**config.mk**
```make
export PLATFORM = sky130hd
export DESIGN_NAME = alu_flag_unit
export DESIGN_NICKNAME = d
export VERILOG_FILES = /design/src/rtl/alu_flag_unit.sv
export SDC_FILE = /design/constraint.sdc
export NUM_CORES = 1
export LEC_CHECK = 0
export BUFFER_PORTS_ARGS = -buffer_cell sky130_fd_sc_hd__buf_4
export CAP_MARGIN = 30
export CORE_MARGIN = 4
export CORE_UTILIZATION = 48
export CTS_CLUSTER_SIZE = 30
export DETAILED_ROUTE_END_ITERATION = 6
export GPL_ROUTABILITY_DRIVEN = 1
export HOLD_SLACK_MARGIN = 0.03
export PLACE_DENSITY_LB_ADDON = 0.05
export SLEW_MARGIN = 0
export SYNTH_ARGS = -nofsm -noshare
export SYNTH_HDL_FRONTEND = slang
export SYNTH_SLANG_ARGS = --single-unit
```
**constraint.sdc**
```tcl
create_clock -name clk -period 4.26 [get_ports clk]
set_input_delay 0.426 -clock clk [delete_from_list [all_inputs] [get_ports clk]]
set_output_delay 0.426 -clock clk [all_outputs]
set_load 0.02 [all_outputs]
```
**src/rtl/alu_flag_unit.sv**
```systemverilog
module alu_flag_unit #(
  parameter int WIDTH = 16
) (
  input  logic             clk,
  input  logic             rst_n,
  input  logic [WIDTH-1:0] op_a,
  input  logic [WIDTH-1:0] op_b,
  input  logic [1:0]       op_sel,
  input  logic             byte_mode,
  input  logic             carry_in,
  input  logic             flag_we,
  input  logic             dir_set,
  input  logic             dir_clr,
  input  logic             ien_set,
  input  logic             ien_clr,
  input  logic             trap_set,
  input  logic             trap_clr,
  output logic [WIDTH-1:0] result,
  output logic             cf,
  output logic             af,
  output logic             of,
  output logic             sf,
  output logic             zf,
  output logic             pf,
  output logic             df,
  output logic             ief,
  output logic             tf
);
  localparam int HALF = WIDTH / 2;

  logic             is_sub;
  logic             cterm;
  logic [WIDTH-1:0] b_x;
  logic [WIDTH:0]   wsum;
  logic [HALF:0]    bsum;
  logic             top_r, top_a, top_b;
  logic             cf_n, af_n, of_n, sf_n, zf_n, pf_n;

  assign is_sub = op_sel[1];
  assign cterm  = is_sub ^ (op_sel[0] & carry_in);
  assign b_x    = is_sub ? ~op_b : op_b;
  assign wsum   = {1'b0, op_a} + {1'b0, b_x} + {{WIDTH{1'b0}}, cterm};
  assign bsum   = {1'b0, op_a[HALF-1:0]} + {1'b0, b_x[HALF-1:0]} + {{HALF{1'b0}}, cterm};

  assign result = byte_mode ? {op_a[WIDTH-1:HALF], bsum[HALF-1:0]} : wsum[WIDTH-1:0];

  assign top_r = byte_mode ? bsum[HALF-1] : wsum[WIDTH-1];
  assign top_a = byte_mode ? op_a[HALF-1] : op_a[WIDTH-1];
  assign top_b = byte_mode ? b_x[HALF-1]  : b_x[WIDTH-1];

  assign cf_n = (byte_mode ? bsum[HALF] : wsum[WIDTH]) ^ is_sub;
  assign af_n = op_a[4] ^ op_b[4] ^ result[4];
  assign of_n = (top_a == top_b) && (top_r != top_a);
  assign sf_n = top_r;
  assign zf_n = byte_mode ? (bsum[HALF-1:0] == '0) : (wsum[WIDTH-1:0] == '0);
  assign pf_n = ~^result[7:0];

  always_ff @(posedge clk or negedge rst_n) begin
    if (!rst_n) begin
      {cf, af, of, sf, zf, pf} <= '0;
    end else if (flag_we) begin
      {cf, af, of, sf, zf, pf} <= {cf_n, af_n, of_n, sf_n, zf_n, pf_n};
    end
  end

  always_ff @(posedge clk or negedge rst_n) begin
    if (!rst_n) begin
      df  <= 1'b0;
      ief <= 1'b0;
      tf  <= 1'b0;
    end else begin
      if (dir_set)       df  <= 1'b1;
      else if (dir_clr)  df  <= 1'b0;
      if (ien_set)       ief <= 1'b1;
      else if (ien_clr)  ief <= 1'b0;
      if (trap_set)      tf  <= 1'b1;
      else if (trap_clr) tf  <= 1'b0;
    end
  end

  a_r8_hold_without_write: assert property (@(posedge clk) disable iff (!rst_n)
    !flag_we |=> $stable({cf, af, of, sf, zf, pf}));

  a_r9_ctl_hold: assert property (@(posedge clk) disable iff (!rst_n)
    !(dir_set | dir_clr | ien_set | ien_clr | trap_set | trap_clr) |=> $stable({df, ief, tf}));

  a_r9_set_wins: assert property (@(posedge clk) disable iff (!rst_n)
    (dir_set && dir_clr) |=> df);

  a_r6_zero_not_negative: assert property (@(posedge clk) disable iff (!rst_n)
    zf |-> !sf);

  a_r10_reset_clear: assert property (@(posedge clk) disable iff (!rst_n)
    $rose(rst_n) |-> ({cf, af, of, sf, zf, pf, df, ief, tf} == 9'b0));
endmodule

```
==> impl_metrics.tcl <==
set metrics [dict create \
    cts_tree "built" \
    root_buffer "clkbuf_4" \
    path_cells "buf_4 > xor2_1 > fa_1 > fa_1 > a211oi_2 > nor3_1 > or3b_1 > o21ai_1 > o21ai_0 > xnor2_1 > o21ai_0 > buf_4" \
    cp.depth 12 \
    hold_violations 0 \
    initial_utilization_pct 51.0 \
    hpwl_um 3190 \
    cts.sinks 9 \
    crit_fanout 18 \
    finalNonFillerCells 299 \
    reg2reg_to "af" \
    io_buffers 69 \
    peakVddDrop_uv 241 \
    viasPerCell 5.24 \
    die_y_um 65.4 \
    end_kind "output port" \
    hold_class "input port to flip-flop" \
    leakage_nw 1.04 \
    grt_pass1_wl_um 6380 \
    first_global_vias 1522 \
    arrival_ns 3.34 \
    worstMarginPinSlew_ns 0.344 \
    synth_top_area_share_pct 14.2 \
    grtUsageTotal_pct 18.2 \
    slew_violations 0 \
    path_buf_inv 2 \
    ys.flop_type "dfrtp_1" \
    ys_seq_elements 9 \
    synth.area.top_cells "dfrtp_1 (14%), xor2_1 (13%), ha_1 (12%), xnor2_1 (7.2%), nand2_1 (4.7%)" \
    layout-drive-gt1-share_pct 32.9 \
    totalWireLength_um 3750 \
    dp_cells 294 \
    cts_buffers 3 \
    finClkSkew_ns 0 \
    rsz0062_at_grt "false" \
    min_period_ns 3.77 \
    drt_pass1_iterations 4 \
    cts.htree.levels 1 \
    syn_inst 189 \
    rrSetupSlack_ns 3.52 \
    crit_required_ns 3.83 \
    yosys_warnings 0 \
    die_w_um 65.4 \
    pin_count 70 \
    fp.dieArea_um2 4280 \
    setup_slack_ns 0.494 \
    avgSynthCellArea_um2 8.37 \
    synth_fp_nets 251 \
    synth-edff-count 0 \
    fin_worst_hold_slack_ns 0.355 \
    route.detailed.drc 0 \
    critPathTopFamily "adder cells" \
    cp-endpoint "result[14]" \
    post_cts.repair.setup_buffers 0 \
    grt_start_max_net_pins 20 \
    fin_util_pct 69.6 \
    r2r_start "af" \
    maxSlewHeadroom_pct 76.9 \
    ys_types 46 \
    fillers 282 \
    vias 1566 \
    fin_crit_sh_pct 88.4 \
    tns_ns 0 \
    clk_path_buf_depth 2 \
    critical_path_class "input port to output port" \
    max_freq_mhz 266 \
    clkLatencyLatePin_ns 0.25 \
    async_flop_share_pct 100 \
    overflow 0 \
    path_clk_slew_ns 0.06 \
    seqCellArea_um2 225 \
    synth_top_area_cell "dfrtp_1" \
    areaGrowthSynthToFinish_pct 36.5 \
    diodes 0 \
    crit_start "op_sel[1]" \
    reg2reg_depth 1 \
    powerDensity_nw_per_um2 361 \
    drt_iter0_drc 53 \
    std_cell_rows 20 \
    gp_congestion 0.885 \
    max_stage_delay_ns 0.46 \
    wl_per_cell_um 12.5 \
    netlist_area_um2 1580 \
    core_area_um2 3100 \
    antenna_found_initial 0 \
    multi_input_area_um2 1290 \
    pre_cts_ws_ns 0.488 \
    finalSetupViolCount 0 \
    outcome "finished, final reports clean" \
    crit_slowest_cell "fa_1" \
    nets 318 \
    antenna_left 0 \
    maxCapViolCount 0 \
    ys_seq_area_share_pct 14.2 \
    cp-start-kind "input port" \
]
layer usage:
| layer | up-vias | global-route usage, % | part of all wire, % | wire [µm] |
|---|---|---|---|---|
| met4 | 0 | 3.63 | 1.1 | 42 |
| li1 | 815 | - | - | - |
| met2 | 47 | 31.1 | 46 | 1720 |
| met5 | - | 0 | 0 | 0 |
| met3 | 6 | 2.22 | 5.9 | 221 |
| met1 | 698 | 24.7 | 47 | 1770 |
cells in the mapped netlist, types with 2 or more instances:
library cell  number
xor2_1            24
nand2_1           20
ha_1              15
a21oi_1           13
xnor2_1           13
a21o_1             9
dfrtp_1            9
inv_1              9
nor2_1             9
o21ai_0            8
clkbuf_1           6
nand3_1            4
o211ai_1           4
o21ai_1            4
a31oi_1            3
mux2_2             3
fa_1               2
nand2b_1           2
nand4_1            2
nor3_1             2
o21a_1             2
or4_1              2
worst min path at each step:
| stage | slack [ns] | start | endpoint | cells past startpoint |
|---|---|---|---|---|
| detailed placement | 0.25 | rst_n | df | 1 |
| global placement | 0.25 | rst_n | df | 1 |
| finish | 0.36 | ien_set | ief | 2 |
| floorplan | 0.13 | rst_n | af | 0 |
| CTS | 0.35 | ien_set | ief | 2 |
| global route | 0.34 | trap_set | tf | 2 |
cells by family (layout without fill, tap and decap cells):
family / Yosys count / after routing / synth area share, %
compound gates: 56 / 56 / 26.2
simple gates: 46 / 46 / 13.7
xor+xnor: 40 / 40 / 24.7
fa+ha+maj: 17 / 17 / 14.4
buf+inv: 17 / 83 / 4.11
flops: 9 / 9 / 14.2
mux: 4 / 4 / 2.77
what timing repair did:
| action | in CTS | in global routing |
|---|---|---|
| gates resized for setup | 0 | 0 |
| hold endpoints to repair | 9 | 0 |
| hold buffers | 1 | 0 |
through the flow:
step | cell area [µm²] | total power, mW
after CTS | 2160 | 0.786
after global placement | 2120 | 0.717
after global routing | 2160 | 0.847
after floorplan | 1580 | 0.543
after detailed placement | 2120 | 0.721
final | 2160 | 0.781
area by class of cell:
class                      count  area share [%]
clock buffer                   4            1.22
inverter                       9            1.56
multi-input combinational    163            59.8
sequential                     9            10.4
tap                           44            2.55
timing repair buffer          70            24.4
registers in the layout, summed over array words and instances, names as in the netlist:
register  count
cf            1
zf            1
sf            1
tf            1
af            1
pf            1
ief           1
df            1
of            1
cell usage in the layout, fill, tap and decap left out, types with 2 or more instances in the layout:
master | synthesis | final
a21o_1 | 9 | 9
a21oi_1 | 13 | 13
a31oi_1 | 3 | 3
buf_4 | 0 | 69
clkbuf_4 | 0 | 3
dfrtp_1 | 9 | 9
fa_1 | 2 | 2
ha_1 | 15 | 15
inv_1 | 9 | 9
mux2_2 | 3 | 3
nand2_1 | 20 | 20
nand2b_1 | 2 | 2
nand3_1 | 4 | 4
nand4_1 | 2 | 2
nor2_1 | 9 | 9
nor3_1 | 2 | 2
o211ai_1 | 4 | 4
o21a_1 | 2 | 2
o21ai_0 | 8 | 8
o21ai_1 | 4 | 4
or4_1 | 2 | 2
xnor2_1 | 13 | 13
xor2_1 | 24 | 24
where the power goes:
part | switching (mW) | total [mW] | internal, mW
registers | 0.0104 | 0.116 | 0.105
logic | 0.314 | 0.603 | 0.289
clock network | 0.0260 | 0.0619 | 0.0359
total | 0.351 | 0.781 | 0.430
(Power assumes the default switching activity.)
